File: src/rtl/cem_pkg.sv
package cem_pkg;
  localparam int DW = 64;

  // status and mask bit positions
  localparam int B_CTX  = 53;
  localparam int B_KLEN = 54;
  localparam int B_CNT  = 55;
  localparam int B_MODE = 56;
  localparam int B_ADDR = 57;
  localparam int B_OFR  = 58;
  localparam int B_IFR  = 59;
  localparam int B_OVF  = 61;
  localparam int B_UNF  = 62;

  localparam logic [DW-1:0] ERR_BITS =
      (64'd1 << B_CTX) | (64'd1 << B_KLEN) | (64'd1 << B_CNT) |
      (64'd1 << B_MODE) | (64'd1 << B_ADDR) | (64'd1 << B_OFR) |
      (64'd1 << B_IFR) | (64'd1 << B_OVF) | (64'd1 << B_UNF);

  // word offsets of the fixed registers
  localparam int OFS_MODE = 0;
  localparam int OFS_KLEN = 1;
  localparam int OFS_CNT  = 2;
  localparam int OFS_STAT = 3;
  localparam int OFS_MASK = 4;
  localparam int OFS_EOM  = 5;
  localparam int OFS_IV   = 8;

  typedef struct packed {
    logic mode;
    logic klen;
    logic cnt;
    logic stat;
    logic mask;
    logic eom;
    logic iv;
    logic key;
    logic hole;
  } reg_hit_t;

  typedef struct packed {
    logic ctx;
    logic klen;
    logic cnt;
    logic mode;
    logic addr;
    logic ofr;
    logic ifr;
    logic ovf;
    logic unf;
  } err_evt_t;

  function automatic logic [DW-1:0] evt_word(err_evt_t e);
    logic [DW-1:0] w;
    w = '0;
    w[B_CTX]  = e.ctx;
    w[B_KLEN] = e.klen;
    w[B_CNT]  = e.cnt;
    w[B_MODE] = e.mode;
    w[B_ADDR] = e.addr;
    w[B_OFR]  = e.ofr;
    w[B_IFR]  = e.ifr;
    w[B_OVF]  = e.ovf;
    w[B_UNF]  = e.unf;
    return w;
  endfunction
endpackage

File: src/rtl/cem_decode.sv
module cem_decode
  import cem_pkg::*;
#(
  parameter int ADDR_W    = 5,
  parameter int IV_WORDS  = 2,
  parameter int KEY_WORDS = 4
) (
  input  logic [ADDR_W-1:0] addr,
  output reg_hit_t          hit
);
  localparam int KEY_BASE = OFS_IV + IV_WORDS;

  logic [IV_WORDS-1:0]  iv_vec;
  logic [KEY_WORDS-1:0] key_vec;

  for (genvar i = 0; i < IV_WORDS; i++) begin : g_iv
    assign iv_vec[i] = (addr == ADDR_W'(OFS_IV + i));
  end

  for (genvar k = 0; k < KEY_WORDS; k++) begin : g_key
    assign key_vec[k] = (addr == ADDR_W'(KEY_BASE + k));
  end

  always_comb begin
    hit      = '0;
    hit.mode = (addr == ADDR_W'(OFS_MODE));
    hit.klen = (addr == ADDR_W'(OFS_KLEN));
    hit.cnt  = (addr == ADDR_W'(OFS_CNT));
    hit.stat = (addr == ADDR_W'(OFS_STAT));
    hit.mask = (addr == ADDR_W'(OFS_MASK));
    hit.eom  = (addr == ADDR_W'(OFS_EOM));
    hit.iv   = |iv_vec;
    hit.key  = |key_vec;
    hit.hole = ~(hit.mode | hit.klen | hit.cnt | hit.stat | hit.mask |
                 hit.eom | hit.iv | hit.key);
  end
endmodule

File: src/rtl/cem_detect.sv
module cem_detect
  import cem_pkg::*;
#(
  parameter int BLOCK_BITS = 128,
  parameter int MODE_BITS  = 3
) (
  input  reg_hit_t        hit,
  input  logic            wr_en,
  input  logic            rd_en,
  input  logic [DW-1:0]   wdata,
  input  logic            eng_busy,
  input  logic            done_evt,
  input  logic            ififo_push,
  input  logic            ififo_full,
  input  logic            ififo_empty,
  input  logic            ofifo_pop,
  input  logic            ofifo_empty,
  output err_evt_t        evt
);
  localparam logic [DW-1:0] MODE_LEGAL = (DW'(1) << MODE_BITS) - DW'(1);

  logic ctx_target;
  logic klen_ok;

  always_comb begin
    ctx_target = hit.mode | hit.klen | hit.cnt | hit.iv | hit.key;
    klen_ok    = (wdata == DW'(16)) | (wdata == DW'(24)) | (wdata == DW'(32));

    evt      = '0;
    evt.ctx  = wr_en & eng_busy & ctx_target;
    evt.klen = wr_en & hit.klen & ~klen_ok;
    evt.cnt  = wr_en & hit.cnt & (wdata > DW'(BLOCK_BITS));
    evt.mode = wr_en & hit.mode & (|(wdata & ~MODE_LEGAL));
    evt.addr = (wr_en | rd_en) & hit.hole;
    evt.ofr  = wr_en & hit.cnt & ~ofifo_empty;
    evt.ifr  = done_evt & ~ififo_empty;
    evt.ovf  = ififo_push & ififo_full;
    evt.unf  = ofifo_pop & ofifo_empty;
  end
endmodule

File: src/rtl/cem_status.sv
module cem_status
  import cem_pkg::*;
(
  input  logic          clk,
  input  logic          rst_n,
  input  err_evt_t      evt,
  input  logic          stat_wr,
  input  logic          mask_wr,
  input  logic [DW-1:0] wdata,
  output logic [DW-1:0] status_q,
  output logic [DW-1:0] mask_q,
  output logic          err_irq
);
  logic [DW-1:0] set_w;
  logic [DW-1:0] clr_w;
  logic [DW-1:0] status_d;

  always_comb begin
    set_w    = evt_word(evt);
    clr_w    = stat_wr ? wdata : '0;
    status_d = ((status_q & ~clr_w) | set_w) & ERR_BITS;
  end

  always_ff @(posedge clk or negedge rst_n) begin
    if (!rst_n) begin
      status_q <= '0;
      mask_q   <= '0;
    end else begin
      status_q <= status_d;
      if (mask_wr) mask_q <= wdata & ERR_BITS;
    end
  end

  assign err_irq = |(status_q & ~mask_q);
endmodule

File: src/rtl/cem_msg.sv
module cem_msg #(
  parameter int BITS_W = 8
) (
  input  logic              clk,
  input  logic              rst_n,
  input  logic              cnt_wr,
  input  logic              cnt_bad,
  input  logic [BITS_W-1:0] cnt_val,
  input  logic              eom_wr,
  input  logic              eng_done,
  output logic [BITS_W-1:0] cnt_q,
  output logic              final_start,
  output logic [BITS_W-1:0] final_bits,
  output logic              done_irq
);
  logic msg_bad_q;

  always_ff @(posedge clk or negedge rst_n) begin
    if (!rst_n) begin
      cnt_q       <= '0;
      msg_bad_q   <= 1'b0;
      final_start <= 1'b0;
      final_bits  <= '0;
    end else begin
      final_start <= eom_wr;
      if (eom_wr) final_bits <= cnt_q;
      if (cnt_wr) begin
        cnt_q     <= cnt_val;
        msg_bad_q <= cnt_bad;
      end
    end
  end

  assign done_irq = eng_done & ~msg_bad_q;
endmodule

File: src/rtl/cipher_err_monitor.sv
module cipher_err_monitor
  import cem_pkg::*;
#(
  parameter int ADDR_W     = 5,
  parameter int IV_WORDS   = 2,
  parameter int KEY_WORDS  = 4,
  parameter int BLOCK_BITS = 128,
  parameter int MODE_BITS  = 3,
  localparam int BITS_W    = $clog2(BLOCK_BITS + 1)
) (
  input  logic              clk,
  input  logic              rst_n,
  input  logic              reg_wr_en,
  input  logic              reg_rd_en,
  input  logic [ADDR_W-1:0] reg_addr,
  input  logic [63:0]       reg_wdata,
  output logic [63:0]       reg_rdata,
  input  logic              eng_busy,
  input  logic              eng_done,
  input  logic              ififo_push,
  input  logic              ififo_full,
  input  logic              ififo_empty,
  input  logic              ofifo_pop,
  input  logic              ofifo_empty,
  output logic              final_start,
  output logic [BITS_W-1:0] final_bits,
  output logic              done_irq,
  output logic              err_irq
);
  localparam int KLEN_W = 6;

  reg_hit_t          hit;
  err_evt_t          evt;
  logic [DW-1:0]     status_q;
  logic [DW-1:0]     mask_q;
  logic [BITS_W-1:0] cnt_q;
  logic [MODE_BITS-1:0] mode_q;
  logic [KLEN_W-1:0] klen_q;

  cem_decode #(
    .ADDR_W(ADDR_W), .IV_WORDS(IV_WORDS), .KEY_WORDS(KEY_WORDS)
  ) u_decode (
    .addr(reg_addr),
    .hit (hit)
  );

  cem_detect #(
    .BLOCK_BITS(BLOCK_BITS), .MODE_BITS(MODE_BITS)
  ) u_detect (
    .hit        (hit),
    .wr_en      (reg_wr_en),
    .rd_en      (reg_rd_en),
    .wdata      (reg_wdata),
    .eng_busy   (eng_busy),
    .done_evt   (done_irq),
    .ififo_push (ififo_push),
    .ififo_full (ififo_full),
    .ififo_empty(ififo_empty),
    .ofifo_pop  (ofifo_pop),
    .ofifo_empty(ofifo_empty),
    .evt        (evt)
  );

  cem_status u_status (
    .clk     (clk),
    .rst_n   (rst_n),
    .evt     (evt),
    .stat_wr (reg_wr_en & hit.stat),
    .mask_wr (reg_wr_en & hit.mask),
    .wdata   (reg_wdata),
    .status_q(status_q),
    .mask_q  (mask_q),
    .err_irq (err_irq)
  );

  cem_msg #(.BITS_W(BITS_W)) u_msg (
    .clk        (clk),
    .rst_n      (rst_n),
    .cnt_wr     (reg_wr_en & hit.cnt),
    .cnt_bad    (evt.cnt),
    .cnt_val    (reg_wdata[BITS_W-1:0]),
    .eom_wr     (reg_wr_en & hit.eom),
    .eng_done   (eng_done),
    .cnt_q      (cnt_q),
    .final_start(final_start),
    .final_bits (final_bits),
    .done_irq   (done_irq)
  );

  always_ff @(posedge clk or negedge rst_n) begin
    if (!rst_n) begin
      mode_q <= '0;
      klen_q <= '0;
    end else if (reg_wr_en) begin
      if (hit.mode) mode_q <= reg_wdata[MODE_BITS-1:0];
      if (hit.klen) klen_q <= reg_wdata[KLEN_W-1:0];
    end
  end

  // key, IV and end-of-message words are write-only and read as zero
  always_comb begin
    reg_rdata = '0;
    if (reg_rd_en) begin
      unique case (1'b1)
        hit.mode: reg_rdata = DW'(mode_q);
        hit.klen: reg_rdata = DW'(klen_q);
        hit.cnt:  reg_rdata = DW'(cnt_q);
        hit.stat: reg_rdata = status_q;
        hit.mask: reg_rdata = mask_q;
        default:  reg_rdata = '0;
      endcase
    end
  end
endmodule

File: config.mk
export PLATFORM = sky130hd
export DESIGN_NAME = cipher_err_monitor
export DESIGN_NICKNAME = d
export VERILOG_FILES = /design/src/rtl/cem_pkg.sv /design/src/rtl/cem_decode.sv /design/src/rtl/cem_detect.sv /design/src/rtl/cem_status.sv /design/src/rtl/cem_msg.sv /design/src/rtl/cipher_err_monitor.sv
export SDC_FILE = /design/constraint.sdc
export NUM_CORES = 1
export LEC_CHECK = 0
export CORE_MARGIN = 2
export CORE_UTILIZATION = 41
export CTS_CLUSTER_SIZE = 12
export DETAILED_ROUTE_END_ITERATION = 10
export GPL_TIMING_DRIVEN = 1
export PLACE_DENSITY = 0.86
export SLEW_MARGIN = 15
export SYNTH_ARGS = -nofsm -noshare
export SYNTH_HDL_FRONTEND = slang
export SYNTH_SLANG_ARGS = --single-unit
File: constraint.sdc
create_clock -name clk -period 4.11 [get_ports clk]
set_input_delay 1.0275 -clock clk [delete_from_list [all_inputs] [get_ports clk]]
set_output_delay 1.0275 -clock clk [all_outputs]
set_load 0.005 [all_outputs]
# [After elaboration in Yosys (flattened, before gate mapping)]
# Cells that the tools add are included.
[word_totals] reg_bits=45 input_bits=80 output_inout_bits=75 word_cells=72
[classes] order_cmp=1 eq_ne=14 n_mux=3 n_bitwise=39 reduce_logical=7
[op_table] operator="63-bit case mux with 5 select lines" count=1
[op_table] operator="64-bit by 5-bit equality test with 1-bit output (second input constant)" count=2
[op_table] operator="63-bit two-way mux" count=2
[op_table] operator="63-bit by 64-bit AND with 64-bit output" count=1
[op_table] operator="64-bit by 6-bit equality test with 1-bit output (second input constant)" count=1
[op_table] operator="64-bit by 8-bit > comparator with 1-bit output (second input constant)" count=1
[op_table] operator="63-bit inverter with 64-bit output" count=1
[op_table] operator="64-bit OR reduction" count=1
[op_table] operator="63-bit AND" count=1
[op_table] operator="63-bit inverter" count=1
[op_table] operator="63-bit OR" count=1
[op_table] operator="61-bit OR reduction" count=1
[op_table] operator="5-bit by 4-bit equality test with 1-bit output (second input constant)" count=6
[op_table] operator="1-bit AND" count=17
[op_table] operator="1-bit OR" count=12
[op_table] operator="5-bit by 2-bit equality test with 1-bit output (second input constant)" count=2
[op_table] operator="5-bit by 3-bit equality test with 1-bit output (second input constant)" count=2
[op_table] operator="5-bit by 1-bit equality test with 1-bit output (second input constant)" count=1
[op_table] operator="5-bit logical NOT" count=1
[op_table] operator="1-bit inverter" count=5
[op_table] operator="2-bit AND reduction" count=2
[op_table] operator="4-bit OR reduction" count=1
[op_table] operator="2-bit OR reduction" count=1

# [Longest topological paths before layout]
[depth] ltp_word=11 mapped_depth=6 mapped_depth_nobuf=4

# [Hierarchy]
# From an unflattened synthesis, not the netlist that was laid out.
[hier_totals] cells_unflattened=452 area_unflattened_um2=4088.9
[modules_own_cells] module="cem_status" instances=1 cells_per_inst=177 area_per_inst_um2=1565.3 seq_area_each_um2=450.4
[modules_own_cells] module="cipher_err_monitor" instances=1 cells_per_inst=182 area_per_inst_um2=1418.9 seq_area_each_um2=225.2
[modules_own_cells] module="cem_msg" instances=1 cells_per_inst=38 area_per_inst_um2=734.5 seq_area_each_um2=450.4
[modules_own_cells] module="cem_detect" instances=1 cells_per_inst=43 area_per_inst_um2=262.8 seq_area_each_um2=0.0
[modules_own_cells] module="cem_decode" instances=1 cells_per_inst=12 area_per_inst_um2=107.6 seq_area_each_um2=0.0

# [Worst setup path before layout]
# No wires, ideal clock.
[synth_timing] kind="input to output" from="input reg_addr[2]" to="output reg_rdata[0]" arrival_time_ns=1.944 t_required_ns=3.083 path_slack_ns=1.138 stages=6 cell_sequence="clkbuf_2 > nor2_1 > and3_1 > clkbuf_1 > a22oi_1 > a21oi_1"
[synth_between] elab_chain_len=3 elab_cells_between_ends=7
[synth_lines] item="start: declaration" line="cipher_err_monitor.sv:15" text="input logic [ADDR_W-1:0] reg_addr,"
[synth_lines] item="5-bit by 3-bit equality test with 1-bit output, or another cell as far along" line="cem_decode.sv:30" text="hit.mask = (addr == ADDR_W'(OFS_MASK));"
[synth_lines] item="63-bit case mux with 5 select lines *" line="cipher_err_monitor.sv:104" text="unique case (1'b1)"
[synth_lines] item="63-bit two-way mux *" line="cipher_err_monitor.sv:103" text="if (reg_rd_en) begin"
[synth_lines] item="end: declaration" line="cipher_err_monitor.sv:17" text="output logic [63:0] reg_rdata,"
# Every way passes the cells marked *; elsewhere a longest branch is shown, timed or not.

# [Final worst setup path]
[layout_timing] from="input reg_addr[1]" to="output reg_rdata[0]"
# Same word-level chain as after synthesis.

==> impl_metrics.tcl <==
set metrics [dict create \
    fin_cells 455 \
    max_freq_ghz 0.2497 \
    ys.flop_type "dfrtp_1" \
    synth_seq_cells 45 \
    grt_pass1_wl_um 11410 \
    via_count 2315 \
    tritoncts "done" \
    drc 0 \
    finalMaxSlewViolations 0 \
    stdcell_area_um2 3755 \
    ant_nets 0 \
    layout_commonest_cell "clkdlybuf4s50_1" \
    pin_count 155 \
    synth_area_leaders "dfrtp_1, mux2_2, buf_4" \
    yosysUniqueCellTypes 36 \
    clock-sinks 45 \
    initial_core_util_pct 42.36 \
    synth_top_area_share_pct 41.86 \
    worstSkewPairLatency_ps 300 \
    antenna_found_initial 0 \
    slew_headroom_pct 33.80 \
    required_ps 3080 \
    track_usage_pct 19.68 \
    core_region_area_um2 6350 \
    routed_via_density 5.088 \
    dieWidth_um 85 \
    die_y_um 85 \
    place_inst 447 \
    clkSlewWorstSetupHoldPaths_ps 80 \
    worst_pin_slew_ps 992.9 \
    grt_overflow_total 0 \
    drive_above_1_share_pct 14.55 \
    cp-start-kind "primary input" \
    root_buffer "clkbuf_8" \
    worstPathMaxFanout 10 \
    drv_cap 0 \
    avgSynthCellArea_um2 10.04 \
    grt_max_degree 46 \
    ys_seq_area_share_pct 41.86 \
    post-route-util_pct 59.13 \
    drt_pass1_iterations 4 \
    crit_slowest_cell "clkdlybuf4s50_1" \
    synth_top_cell_by_area "dfrtp_1" \
    status "complete, no violations" \
    diodes 0 \
    min_path_type "reg2reg" \
    yosys-mux-area-fraction_pct 14.65 \
    setup_tns_ps 0 \
    synth_top_family_by_area "buffers and inverters" \
    ir_drop_mv 0.2901 \
    place_hpwl_um 5754 \
    row_count 29 \
    layout.nets 457 \
    fp.dieArea_um2 7225 \
    cp_num_buf_inv 3 \
    synth_edf_count 0 \
    areaGrowthSynthToFinish_pct 39.58 \
    synth_simple_gate_area_share_pct 15.58 \
    cts_setup_buffers 0 \
    drt_iter0_drc 100 \
    fin_skew_ps 3.692 \
    critPathCaptureType "output pin" \
    rsz0062_at_grt "no" \
    critPathTopFamily "buffers and inverters" \
    multi_input_area_um2 1286 \
    fill_cells 553 \
    cp_slowest_stage_delay_ps 550 \
    yosys_warnings 0 \
    wire_per_inst_um 15.63 \
    async_flop_share_pct 100.0 \
    finalWeightedCongestion 0.7903 \
    cts_inserted_buffers 5 \
    synth_compound_gate_area_share_pct 10.98 \
    dpl_cell_area_um2 3667 \
    synthXorXnorAreaFrac_pct 0 \
    io_buffers 107 \
    p_leak_nw 1.643 \
    crit_type "in2out" \
    crit_arrival_ps 2980 \
    synthAdderAreaFrac_pct 0 \
    drt_wl_total_um 7111 \
    min_period_ps 4005 \
    hold_violations 0 \
    final_cell_mix "clkdlybuf4s50_1, conb_1, dfrtp_1" \
    finalCritPeriodShare_pct 97.43 \
    setup_viol 0 \
    seq_area_um2 1126 \
    synth_cells 268 \
    crit_chain "clkdlybuf4s50_1, o21ai_0, nand3_1, buf_4, a21oi_1, clkdlybuf4s50_1" \
    cts_max_path_buffers 2 \
    grt_pass1_vias 2438 \
    netlist_area_um2 2690 \
    h-tree-depth 2 \
    powerDensity_nw_per_um2 287.1 \
    crit_path_frequent_cell "clkdlybuf4s50_1" \
]
-- registers in the layout, indices dropped and copies added, names as in the netlist --
name,flops
u_status.mask_q,9
u_status.status_q,9
u_msg.cnt_q,8
u_msg.final_bits,8
klen_q,6
mode_q,3
u_msg.final_start,1
u_msg.msg_bad_q,1
-- Yosys cell counts (4+ instances only) --
cell / count
nor4_1: 16
a22oi_1: 15
o21ai_0: 4
a21oi_1: 6
and3_1: 6
mux2_2: 35
a31oi_1: 4
nor2_1: 20
buf_4: 48
nand2_1: 11
nand4_1: 5
inv_1: 13
buf_2: 5
dfrtp_1: 45
-- metrics by stage --
stage                     worst slack, ps  hold WS (ps)  total power [W]
after floorplan                      1138         478.2        0.0006994
after global placement              198.9         489.9        0.0008037
after detailed placement            93.95         499.5        0.0008196
after CTS                           78.70         520.0         0.001083
after global routing                33.08         533.1         0.001133
final                               105.5         517.8         0.001078
-- power breakdown --
| part | leakage, nW | total [W] | internal, W | switching [W] |
|---|---|---|---|---|
| Clock | 0.0439 | 0.000267 | 0.000117 | 0.000149 |
| Sequential | 0.556 | 0.000566 | 0.000516 | 0.0000502 |
| Combinational | 1.04 | 0.000245 | 0.000154 | 0.0000915 |
| Total | 1.64 | 0.00108 | 0.000787 | 0.000291 |
-- path summary, 6_finish.rpt --
check,from,cells past startpoint,end,slack [ps]
max in group asynchronous,rst_n,1,u_status.mask_q[56],2610
min in group asynchronous,rst_n,1,u_msg.final_bits[5],880
hold / removal,mode_q[0],1,mode_q[0],520
setup / recovery,reg_addr[1],6,reg_rdata[0],110
setup reg to reg,u_status.status_q[55],4,u_status.status_q[55],3160
hold reg to reg,mode_q[0],1,mode_q[0],520
-- what timing repair did --
action,CTS,global route
hold buffers,0,0
endpoints found under the hold margin,0,0
setup endpoints to repair,0,1
gates resized for setup,0,1
-- per-layer routing --
layer	share of wire (%)	global-route usage [%]	vias to the layer above	wire length (um)
met5	0	0	-	0
met4	1.6	6.061	0	113
met3	6.4	4.864	13	457
met2	54	36.58	106	3857
met1	38	21.97	1108	2682
li1	-	-	1088	-
-- area by class of cell --
class	instances	area share (%)
clock inverter	3	0.4665
multi-input combinational	199	34.26
sequential	45	29.99
tap	77	2.566
inverter	13	1.300
timing repair buffer	113	29.59
clock buffer	5	1.833
-- kinds of logic (layout without fill, tap and decap cells) --
family | Yosys count | after routing
flops | 45 | 45
compound gates | 42 | 42
buf+inv | 70 | 134
simple gates | 75 | 75
mux | 35 | 35
other cells | 1 | 47
Note: power is estimated with default switching activity, not from simulation.
